===== config.mk =====
export PLATFORM = sky130hd
export DESIGN_NAME = rh_port_ctrl
export DESIGN_NICKNAME = d
export VERILOG_FILES = /design/src/rtl/rh_port_pkg.sv /design/src/rtl/rh_port_cmd.sv /design/src/rtl/rh_port_evt.sv /design/src/rtl/rh_port_stat.sv /design/src/rtl/rh_port_ctrl.sv
export SDC_FILE = /design/constraint.sdc
export NUM_CORES = 1
export LEC_CHECK = 0
export BUFFER_PORTS_ARGS = -buffer_cell sky130_fd_sc_hd__buf_2
export CAP_MARGIN = 20
export CORE_MARGIN = 4
export CORE_UTILIZATION = 31
export CTS_BUF_LIST = sky130_fd_sc_hd__clkbuf_4 sky130_fd_sc_hd__clkbuf_8 sky130_fd_sc_hd__clkbuf_16
export DETAILED_ROUTE_END_ITERATION = 8
export PLACE_DENSITY = 0.84
export SETUP_SLACK_MARGIN = 0.05
export SLEW_MARGIN = 10
export SYNTH_ARGS = -nofsm -noshare
export SYNTH_HDL_FRONTEND = slang
export SYNTH_SLANG_ARGS = --single-unit

===== constraint.sdc =====
create_clock -name clk_i -period 2 [get_ports clk_i]
set_input_delay 0.2 -clock clk_i [delete_from_list [all_inputs] [get_ports clk_i]]
set_output_delay 0.2 -clock clk_i [all_outputs]
set_load 0.02 [all_outputs]

===== src/rtl/rh_port_pkg.sv =====
package rh_port_pkg;
  localparam int unsigned CONN_BIT = 0;
  localparam int unsigned EN_BIT   = 1;
  localparam int unsigned SUSP_BIT = 2;

  typedef struct packed {
    logic clr_en;
    logic set_en;
    logic set_susp;
    logic clr_chg;
  } port_cmd_t;

  typedef struct packed {
    logic conn;
    logic en;
    logic susp;
    logic chg;
  } port_stat_t;
endpackage


===== src/rtl/rh_port_cmd.sv =====
module rh_port_cmd
  import rh_port_pkg::*;
#(
  parameter int unsigned DATA_W  = 32,
  parameter int unsigned CHG_BIT = 16
) (
  input  logic              sel_i,
  input  logic              we_i,
  input  logic [DATA_W-1:0] wdata_i,
  output port_cmd_t         cmd_o
);
  logic wr;
  assign wr = sel_i & we_i;

  always_comb begin
    cmd_o          = '0;
    cmd_o.clr_en   = wr & wdata_i[CONN_BIT];
    cmd_o.set_en   = wr & wdata_i[EN_BIT];
    cmd_o.set_susp = wr & wdata_i[SUSP_BIT];
    cmd_o.clr_chg  = wr & wdata_i[CHG_BIT];
  end
endmodule


===== src/rtl/rh_port_evt.sv =====
module rh_port_evt (
  input  logic clk_i,
  input  logic rst_ni,
  input  logic hub_rst_i,
  input  logic connect_i,
  output logic attach_o,
  output logic detach_o
);
  logic conn_q;

  always_ff @(posedge clk_i or negedge rst_ni) begin
    if (!rst_ni) conn_q <= 1'b0;
    else         conn_q <= connect_i;
  end

  // edges are discarded while the hub reset rewrites connect status
  assign attach_o = ~hub_rst_i & connect_i & ~conn_q;
  assign detach_o = ~hub_rst_i & ~connect_i & conn_q;
endmodule


===== src/rtl/rh_port_stat.sv =====
module rh_port_stat
  import rh_port_pkg::*;
(
  input  logic       clk_i,
  input  logic       rst_ni,
  input  logic       hub_rst_i,
  input  logic       fixed_dev_i,
  input  logic       attach_i,
  input  logic       detach_i,
  input  logic       port_rst_done_i,
  input  logic       resume_done_i,
  input  port_cmd_t  cmd_i,
  output port_stat_t st_o
);
  port_stat_t st_q, st_d;
  logic       res_end;

  assign res_end = resume_done_i & st_q.susp;

  always_comb begin
    st_d = st_q;
    if (hub_rst_i) begin
      st_d.conn = fixed_dev_i;
      st_d.en   = 1'b0;
      st_d.susp = 1'b0;
      st_d.chg  = 1'b0;
    end else begin
      // connect status: hardware only
      if (detach_i)      st_d.conn = 1'b0;
      else if (attach_i) st_d.conn = 1'b1;

      // enable: hardware events first
      if (detach_i)                        st_d.en = 1'b0;
      else if (port_rst_done_i || res_end) st_d.en = 1'b1;
      else if (cmd_i.clr_en)               st_d.en = 1'b0;
      else if (cmd_i.set_en && st_q.conn)  st_d.en = 1'b1;

      // suspend
      if (detach_i)                          st_d.susp = 1'b0;
      else if (port_rst_done_i || res_end)   st_d.susp = 1'b0;
      else if (cmd_i.set_susp && st_q.conn)  st_d.susp = 1'b1;

      // connect status change
      if (attach_i || detach_i)                  st_d.chg = 1'b1;
      else if (cmd_i.set_susp && !st_q.conn)     st_d.chg = 1'b1;
      else if (cmd_i.clr_chg)                    st_d.chg = 1'b0;
    end
  end

  always_ff @(posedge clk_i or negedge rst_ni) begin
    if (!rst_ni) st_q <= '0;
    else         st_q <= st_d;
  end

  assign st_o = st_q;

  assert_detach_clear_R3: assert property (@(posedge clk_i) disable iff (!rst_ni)
    detach_i |=> (!st_q.conn && !st_q.en && !st_q.susp));

  assert_susp_needs_conn_R4: assert property (@(posedge clk_i) disable iff (!rst_ni)
    $rose(st_q.susp) |-> $past(st_q.conn));

  assert_empty_susp_flag_R5: assert property (@(posedge clk_i) disable iff (!rst_ni)
    (cmd_i.set_susp && !st_q.conn && !hub_rst_i) |=> st_q.chg);

  assert_en_needs_conn_R6: assert property (@(posedge clk_i) disable iff (!rst_ni)
    $rose(st_q.en) |-> $past(st_q.conn || port_rst_done_i || resume_done_i));

  assert_conn_hw_only_R7: assert property (@(posedge clk_i) disable iff (!rst_ni)
    !$stable(st_q.conn) |-> $past(hub_rst_i || attach_i || detach_i));

  assert_resume_end_R9: assert property (@(posedge clk_i) disable iff (!rst_ni)
    (resume_done_i && st_q.susp && !hub_rst_i && !detach_i) |=> (st_q.en && !st_q.susp));

  assert_chg_clear_R10: assert property (@(posedge clk_i) disable iff (!rst_ni)
    $fell(st_q.chg) |-> $past(cmd_i.clr_chg || hub_rst_i));

  assert_hw_wins_R12: assert property (@(posedge clk_i) disable iff (!rst_ni)
    ((attach_i || detach_i) && cmd_i.clr_chg) |=> st_q.chg);
endmodule


===== src/rtl/rh_port_ctrl.sv =====
module rh_port_ctrl
  import rh_port_pkg::*;
#(
  parameter int unsigned DATA_W  = 32,
  parameter int unsigned CHG_BIT = 16
) (
  input  logic              clk_i,
  input  logic              rst_ni,
  input  logic              sel_i,
  input  logic              we_i,
  input  logic [DATA_W-1:0] wdata_i,
  output logic [DATA_W-1:0] rdata_o,
  input  logic              connect_i,
  input  logic              fixed_dev_i,
  input  logic              hub_rst_i,
  input  logic              port_rst_done_i,
  input  logic              resume_done_i
);
  port_cmd_t  cmd;
  port_stat_t st;
  logic       attach, detach;

  rh_port_cmd #(.DATA_W(DATA_W), .CHG_BIT(CHG_BIT)) u_cmd (
    .sel_i   (sel_i),
    .we_i    (we_i),
    .wdata_i (wdata_i),
    .cmd_o   (cmd)
  );

  rh_port_evt u_evt (
    .clk_i     (clk_i),
    .rst_ni    (rst_ni),
    .hub_rst_i (hub_rst_i),
    .connect_i (connect_i),
    .attach_o  (attach),
    .detach_o  (detach)
  );

  rh_port_stat u_stat (
    .clk_i           (clk_i),
    .rst_ni          (rst_ni),
    .hub_rst_i       (hub_rst_i),
    .fixed_dev_i     (fixed_dev_i),
    .attach_i        (attach),
    .detach_i        (detach),
    .port_rst_done_i (port_rst_done_i),
    .resume_done_i   (resume_done_i),
    .cmd_i           (cmd),
    .st_o            (st)
  );

  always_comb begin
    rdata_o = '0;
    if (sel_i) begin
      rdata_o[CONN_BIT] = st.conn;
      rdata_o[EN_BIT]   = st.en;
      rdata_o[SUSP_BIT] = st.susp;
      rdata_o[CHG_BIT]  = st.chg;
    end
  end

  assert_unsel_zero_R1: assert property (@(posedge clk_i) disable iff (!rst_ni)
    !sel_i |-> (rdata_o == '0));
endmodule


==> reports/qor.yml <==
synth_area_leader_cell: "buf_4"
globalRouteOverflowTotal: 0
crit_type: "reg2out"
arrival_ns: 1.00
path_max_fanout: 5
dp_hpwl_um: 754
synth_mux_area_share_pct: 2.302
grt_pass1_wl_um: 1090
use_met1_pct: 7.256
synth_cells: 56
seqPwrFrac_pct: 33.9
fp.dieH_um: 47.73
internal_power_mw: 0.2208
path_cells: "and2_2 -> buf_2"
start_util_pct: 32.48
p_sw_share_pct: 33.89
routed_via_density: 3.685
finalInstanceArea_um2: 520.5
drc: 0
finalHoldViolCount: 0
antenna_cells: 0
power_switching_mw: 0.1132
die-area_um2: 2278
rows: 14
min_from: "connect_i"
critPathRequiredTime_ns: 1.80
routed_wl_um: 867
ant_nets: 0
grt_pass1_vias: 276
synth_top_area_share_pct: 42.97
drive_above_1_share_pct: 34.21
clk-insertion-delay-late_ns: 0.24
antenna_found_initial: 0
synth_area_leaders: "buf_4 43%, dfrtp_1 26%, and2_2 6.1%, a21oi_1 4.1%, nand2b_1 2.6%"
max_stage_delay_ns: 0.41
synth_xor_area_share_pct: 1.790
hold_class: "in2reg"
synth-adder-area-share_pct: 0
synth_cell_type_count: 17
hold_buffers: 1
clockBufferDepth: 2
avgSynthCellArea_um2: 8.736
core_area_um2: 1506
clock_sinks: 5
gr-max-usage-layer: "met2"
synth_top_family_by_area: "buffers and inverters"
post_cts_resized: 0
drt_iter0_drc: 0
place_congestion: 0.6599
drv_slew: 0
grt_setup_unrepaired: "false"
clkTransAtPathRegs_ns: 0.04
p_leak_nw: 0.2913
nNetsFinal: 118
vias: 339
ios: 73
crit_path_end_kind: "primary output"
fin_crit_ns: 1.196
syn2layout_area_growth_pct: 6.394
ys_seq_elements: 5
drtPass1Iterations: 1
max_freq_mhz: 836.0
p_comb_share_pct: 28.4
r2r-end: "u_stat.st_o[1]$_DFFE_PN0P_"
grt_max_degree: 10
root_buffer: "clkbuf_4"
io_buffers: 16
synth_seq_area_share_pct: 25.58
die_x_um: 47.73
use_met3_pct: 5.263
cts_buffers: 3
fin_worst_skew_ns: 0.001157
grt_usage_pct: 7.622
maxCapViolations: 0
synth_area_um2: 489.2
synth_compound_area_share_pct: 9.719
rr_startpoint: "u_stat.st_o[3]$_DFFE_PN0P_"
timing.setup.tns_ns: 0
rr_worst_depth: 3
yosys_warnings: 0
critPathSlowestCell: "dfrtp_1"
cts_setup_buffers: 0
htree_levels: 1
fin_crit_sh_pct: 59.81
r2r_slack_ns: 1.03
power_density_nw_per_um2: 641.8
whs_path_depth: 1
status: "finished, final reports clean"
wl_per_cell_um: 9.424
min_to: "u_evt.conn_q$_DFF_PN0_"
setup_viol: 0
clkPwrFrac_pct: 37.8
place_area_um2: 480.5
final_util_pct: 34.55
synth_simple_gate_area_share_pct: 16.88
timing.hold.ws_ns: 0.1170
cts_tree: "built"
ir_drop_mv: 0.1977
start_kind: "register"
met2_usage_pct: 11.08
## layer usage
layer  up-vias  wire (um)  part of all wire, %
met5         -          0                    0
met4         0          0                    0
met3         0        162                   19
met2        24        435                   50
met1       144        270                   31
li1        171          -                    -
## cells by family after synthesis
| family | count (synthesis) |
|---|---|
| buf+inv | 28 |
| mux | 1 |
| compound gates | 8 |
| simple gates | 12 |
| xor+xnor | 1 |
| flops | 5 |
| other cells | 1 |
## worst max-delay path by stage
stage / startpoint / to / slack [ns] / cells past startpoint
after detailed placement: u_stat.st_o[3]$_DFFE_PN0P_ / u_stat.st_o[2]$_DFFE_PN0P_ / 1.05 / 3
after floorplan: u_stat.st_o[3]$_DFFE_PN0P_ / u_stat.st_o[1]$_DFFE_PN0P_ / 1.14 / 3
after global placement: u_stat.st_o[3]$_DFFE_PN0P_ / rdata_o[0] / 1.07 / 2
final: u_stat.st_o[3]$_DFFE_PN0P_ / rdata_o[0] / 0.80 / 2
after global routing: u_stat.st_o[3]$_DFFE_PN0P_ / rdata_o[0] / 0.76 / 2
after CTS: u_stat.st_o[3]$_DFFE_PN0P_ / rdata_o[0] / 0.80 / 2
## critical path, delay by kind of cell, from the launching register on
family | cells | cell delay, ns
flops | 1 | 0.41
buf+inv | 1 | 0.15
simple gates | 1 | 0.20
## state kept, by name, indices dropped and copies added, names as in the netlist
signal / count
u_evt.conn_q: 1
u_stat.st_o: 4
## metrics by stage
| stage | cells | power (mW) | setup slack, ns |
|---|---|---|---|
| 2_1_floorplan | 83 | 0.2235 | 1.138 |
| 3_3_place_gp | 87 | 0.2048 | 1.067 |
| 3_5_place_dp | 87 | 0.2064 | 1.053 |
| 4_1_cts | 92 | 0.3386 | 0.8013 |
| 5_1_grt | 92 | 0.3563 | 0.7574 |
| 6_report | 92 | 0.3341 | 0.8038 |
## power groups by stage
| stage | Sequential (mW) | Clock [mW] | Combinational (mW) |
|---|---|---|---|
| global placement | 0.114 | 0 | 0.0910 |
| detailed placement | 0.114 | 0 | 0.0921 |
| global route | 0.114 | 0.137 | 0.105 |
| floorplan | 0.113 | 0 | 0.111 |
| finish | 0.113 | 0.126 | 0.0947 |
| CTS | 0.113 | 0.132 | 0.0938 |
## synth_stat cells
library cell and n:
conb_1 1, buf_4 28, nand2_1 1, nand3_1 1, a41oi_1 1, xor2_1 1, and2_2 4, o21ai_0 2
a21oi_1 4, mux2_2 1, a31o_1 1, dfrtp_1 5, nor2b_1 1, nand4b_1 1, nor3_2 1, nand2b_1 2
nand4_1 1
## layout by cell type, fill, tap and decap left out
| cell | instances |
|---|---|
| clkbuf_4 | 4 |
| a41oi_1 | 1 |
| buf_2 | 16 |
| dlygate4sd3_1 | 1 |
| dfrtp_1 | 5 |
| o21ai_0 | 2 |
| conb_1 | 28 |
| a31o_1 | 1 |
| and2_2 | 4 |
| nor3_2 | 1 |
| nor2b_1 | 1 |
| nand2_1 | 1 |
| a21oi_1 | 4 |
| nand3_1 | 1 |
| nand4b_1 | 1 |
| xor2_1 | 1 |
| nand4_1 | 1 |
| nand2b_1 | 2 |
| mux2_2 | 1 |
## area by class of cell
type / instances / area [um^2]
clock buffer: 4 / 30.03
fill: 170 / 985.9
tap: 16 / 20.02
timing repair buffer: 17 / 90.09
multi-input combinational: 50 / 255.2
sequential: 5 / 125.1
Note: power is estimated with default switching activity, not from simulation.
